### config.mk
export PLATFORM = sky130hd
export DESIGN_NAME = wait_state_ctrl
export DESIGN_NICKNAME = d
export VERILOG_FILES = /design/src/rtl/wait_state_ctrl.sv
export SDC_FILE = /design/constraint.sdc
export NUM_CORES = 1
export LEC_CHECK = 0
export BUFFER_PORTS_ARGS = -buffer_cell sky130_fd_sc_hd__buf_4
export CAP_MARGIN = 30
export CORE_AREA = 3 3 40 42
export DETAILED_ROUTE_END_ITERATION = 6
export DIE_AREA = 0 0 43 45
export GPL_ROUTABILITY_DRIVEN = 1
export PLACE_DENSITY = 0.3
export SLEW_MARGIN = 20
export SYNTH_ARGS = -nofsm -noshare
export SYNTH_HDL_FRONTEND = slang
export SYNTH_SLANG_ARGS = --single-unit
### constraint.sdc
create_clock -name clk -period 1.2 [get_ports clk]
set_input_delay 0 -clock clk [delete_from_list [all_inputs] [get_ports clk]]
set_output_delay 0 -clock clk [all_outputs]
set_load 0.05 [all_outputs]
### src/rtl/wait_state_ctrl.sv
module wait_state_ctrl (
  input  logic clk,
  input  logic rst,
  input  logic bus_valid,
  input  logic addr_hi,
  input  logic rd_nwr,
  input  logic slow_rdy_n,
  output logic wait_req,
  output logic cpu_ready,
  output logic buf_en
);

  logic waiting;
  logic wr_hold;
  logic slow_start;

  assign slow_start = bus_valid & addr_hi;

  always_ff @(posedge clk) begin
    if (rst) begin
      waiting <= 1'b0;
      wr_hold <= 1'b0;
    end else if (waiting) begin
      waiting <= slow_rdy_n;
    end else if (slow_start) begin
      waiting <= 1'b1;
      wr_hold <= ~rd_nwr;
    end
  end

  assign wait_req  = waiting;
  assign cpu_ready = ~waiting;
  assign buf_en    = ~rst & ((clk & bus_valid) | (waiting & wr_hold));


  start_chk: assert property (@(posedge clk) disable iff (rst)
    (!wait_req && bus_valid && addr_hi) |=> wait_req);


  low_half_chk: assert property (@(posedge clk) disable iff (rst)
    (!wait_req && !(bus_valid && addr_hi)) |=> !wait_req);


  done_clear_chk: assert property (@(posedge clk) disable iff (rst)
    (wait_req && !slow_rdy_n) |=> !wait_req);


  hold_chk: assert property (@(posedge clk) disable iff (rst)
    (wait_req && slow_rdy_n) |=> (wait_req && !cpu_ready));


  reset_clear_chk: assert property (@(posedge clk)
    rst |=> !wait_req);

endmodule

==> metrics.md <==
| Metric | Value |
|---|---|
| Min Hold Slack | between 0.01 and 0.015 ns |
| Number of global-route vias before repair | approximately 160 |
| Final Hold Vio Count | 0 |
| Core Region | 1280 µm² |
| Peak VDD IR | 0.592 mV |
| CTS tree | done |
| Final #Nets | 34 |
| HPWL Detailed | 238 µm |
| Vias/cell | 3.49 |
| Detailed Route Iter0 Violations | 3 |
| Syn Area/Cell | around 8.9 µm² |
| Clock power share | 73.6% |
| Leak | approximately 0.11 nW |
| Post-Layout Cell Count | 41 |
| Die Span Y | about 45 µm |
| Layout area overhead | 162% |
| Synthesis warning total | 0 |
| TritonRoute pass-1 iters | 2 |
| Register area share after synthesis | 41.0% |
| Global route overflow | 0 |
| Die Wd | 43 µm |
| Vias post-DR | 143 |
| Site row count | 13 |
| Largest net degree at the start of global routing | 7 |
| Psw | 0.145 mW |
| Critical Path Fanout Max | 2 |
| Mapped Cells | 11 |
| Routed wire per std cell | 7.83 µm |
| P per Cell Area | 1870 nW/µm² |
| Fin Setup TNS | 0 ns |
| Residual DRC | 0 |
| Postcts setup bufs | 0 |
| Initial antenna violation count | 0 |
| Cell Int Power | 0.332 mW |
| RSZ-0062 raised after global routing | no |
| Dpl cells | 34 |
| Starting Density | 7.59% |
| Multi-input logic area | 62.6 µm² |
| Number of max-cap violations | 0 |
| Yosys reg bits | 2 |
| Post-Layout Inst Area | 255 µm² |
| Placed cell areas | 184 µm² |
| Hold Path Class | input pin to flip-flop |
| Synth cell types | 9 |
| Sequential cell area | 41.3 µm² |
| Cell area after synthesis | 97.6 µm² |
| Die area | 1940 µm² |
| Crit path launch type | clock port |
| Antenna viol nets, final | 0 |
| Input/output buffers | 8 |
| Worst endpoint data arrival time | 1.11 ns |
| Logic gate share of total power | between 10% and 20% |
| All-Layer GR Usage | 4.82% |
| I/O pin count | 9 |
| Filler instances | 139 |
| Antenna diode count | 0 |
| Layout cells sized above 1 | 65.4% |
| Clock skew | 0.00379 ns |
| First-pass GRT wire length | 545 µm |
| Count of final setup violators | 0 |
| Worst endpoint required time | 1.20 ns |
| Sw frac | 30.4% |
| WL final | approximately 320 µm |
| Fin util | 19.9% |
| Flop pwr share | between 10% and 20% |
| Clk pin slew, worst setup/hold paths | roughly 0.03 ns |
| Slew @ Worst Pin | approximately 0.19 ns |
| Crit. End Element | output port |
| Syn Nets | 17 |
| Worst-Skew Late Latency | 0.33 ns |
| Worst relative slew slack | 87.4% |
| GPL Wtd Cong | 0.562 |
| Slew Viols, Final | 0 |
| Worst setup path class | clock port to output port |
| Status | completed |
Yosys cell counts:
cell	count	area, µm²
and4b_1	1	10.0
a21oi_1	1	5.00
nand3b_1	1	7.51
nor2_1	1	3.75
a22oi_1	1	7.51
a211oi_2	1	12.5
inv_1	2	7.51
nand2_1	1	3.75
dfxtp_1	2	40.0
logic make-up (layout without fill, tap and decap cells):
kind of cell	after synthesis	after routing	share of synthesized area (%)
AOI/OAI and AO/OA	3	3	25.6
DFF	2	2	41.0
buffers and inverters	2	17	7.70
and+or+nand+nor	4	4	25.6
per-layer routing:
| layer | vias up | track usage [%] | routed length [µm] |
|---|---|---|---|
| met5 | - | 0 | 0 |
| met2 | 8 | 4.19 | 134 |
| met4 | 0 | 8.43 | 0 |
| met1 | 63 | 4.31 | 147 |
| met3 | 0 | 4.78 | 39 |
| li1 | 72 | - | - |
cell type report:
class	count	share of cell area [%]
timing repair buffer	9	28.4
multi-input combinational	7	24.5
clock buffer	6	20.6
inverter	2	2.94
sequential	2	16.2
tap	15	7.35
critical path: stages:
cell	delay [ns]
clkbuf_4	0.11
a22oi_2	0.19
nor2_4	0.06
buf_8	0.15
sequential cells by signal, summed over array words and instances, names as in the netlist:
name      flops
wr_hold       1
wait_req      1
cells in the final DEF, fill, tap and decap left out:
master         n
dlygate4sd3_1  2
dfxtp_1        1
clkbuf_4       5
nand2_1        1
nor2_4         1
nand3b_1       1
a21oi_1        1
buf_4          7
and4b_1        1
dfxtp_2        1
a211oi_2       1
a22oi_2        1
inv_1          2
buf_8          1
final timing paths:
kind | startpoint | to | slack [ns] | cells after the start
worst max-delay path | clk | buf_en | 0.09 | 4
worst min-delay path | addr_hi | wait_req$_SDFF_PP0_ | 0.01 | 3
worst max register to register | wait_req$_SDFF_PP0_ | wr_hold$_SDFFE_PP0P_ | 0.37 | 2
worst min register to register | wr_hold$_SDFFE_PP0P_ | wr_hold$_SDFFE_PP0P_ | 0.46 | 2
stage by stage:
stage | power, mW | setup WS, ns
2_1_floorplan | 0.165 | 0.0328
3_3_place_gp | 0.202 | 0.132
3_5_place_dp | 0.202 | 0.132
4_1_cts | 0.493 | 0.0586
5_1_grt | 0.515 | 0.0609
6_report | 0.478 | 0.0879
power groups by stage:
stage | Sequential [mW] | Combinational (mW) | Clock, mW
floorplan | 0.0816 | 0.0156 | 0.0677
global placement | 0.0761 | 0.0448 | 0.0815
detailed placement | 0.0761 | 0.0447 | 0.0815
CTS | 0.0759 | 0.0504 | 0.367
global route | 0.0769 | 0.0532 | 0.384
finish | 0.0761 | 0.0499 | 0.351
timing repair:
action                                  4_1_cts  5_1_grt
pin swaps                                     2        0
endpoints found under the setup margin        1        1
hold endpoints to repair                      2        0
gates resized for setup                       3        1
hold buffers                                  2        0
No activity file was read; power rests on OpenSTA's default activity.
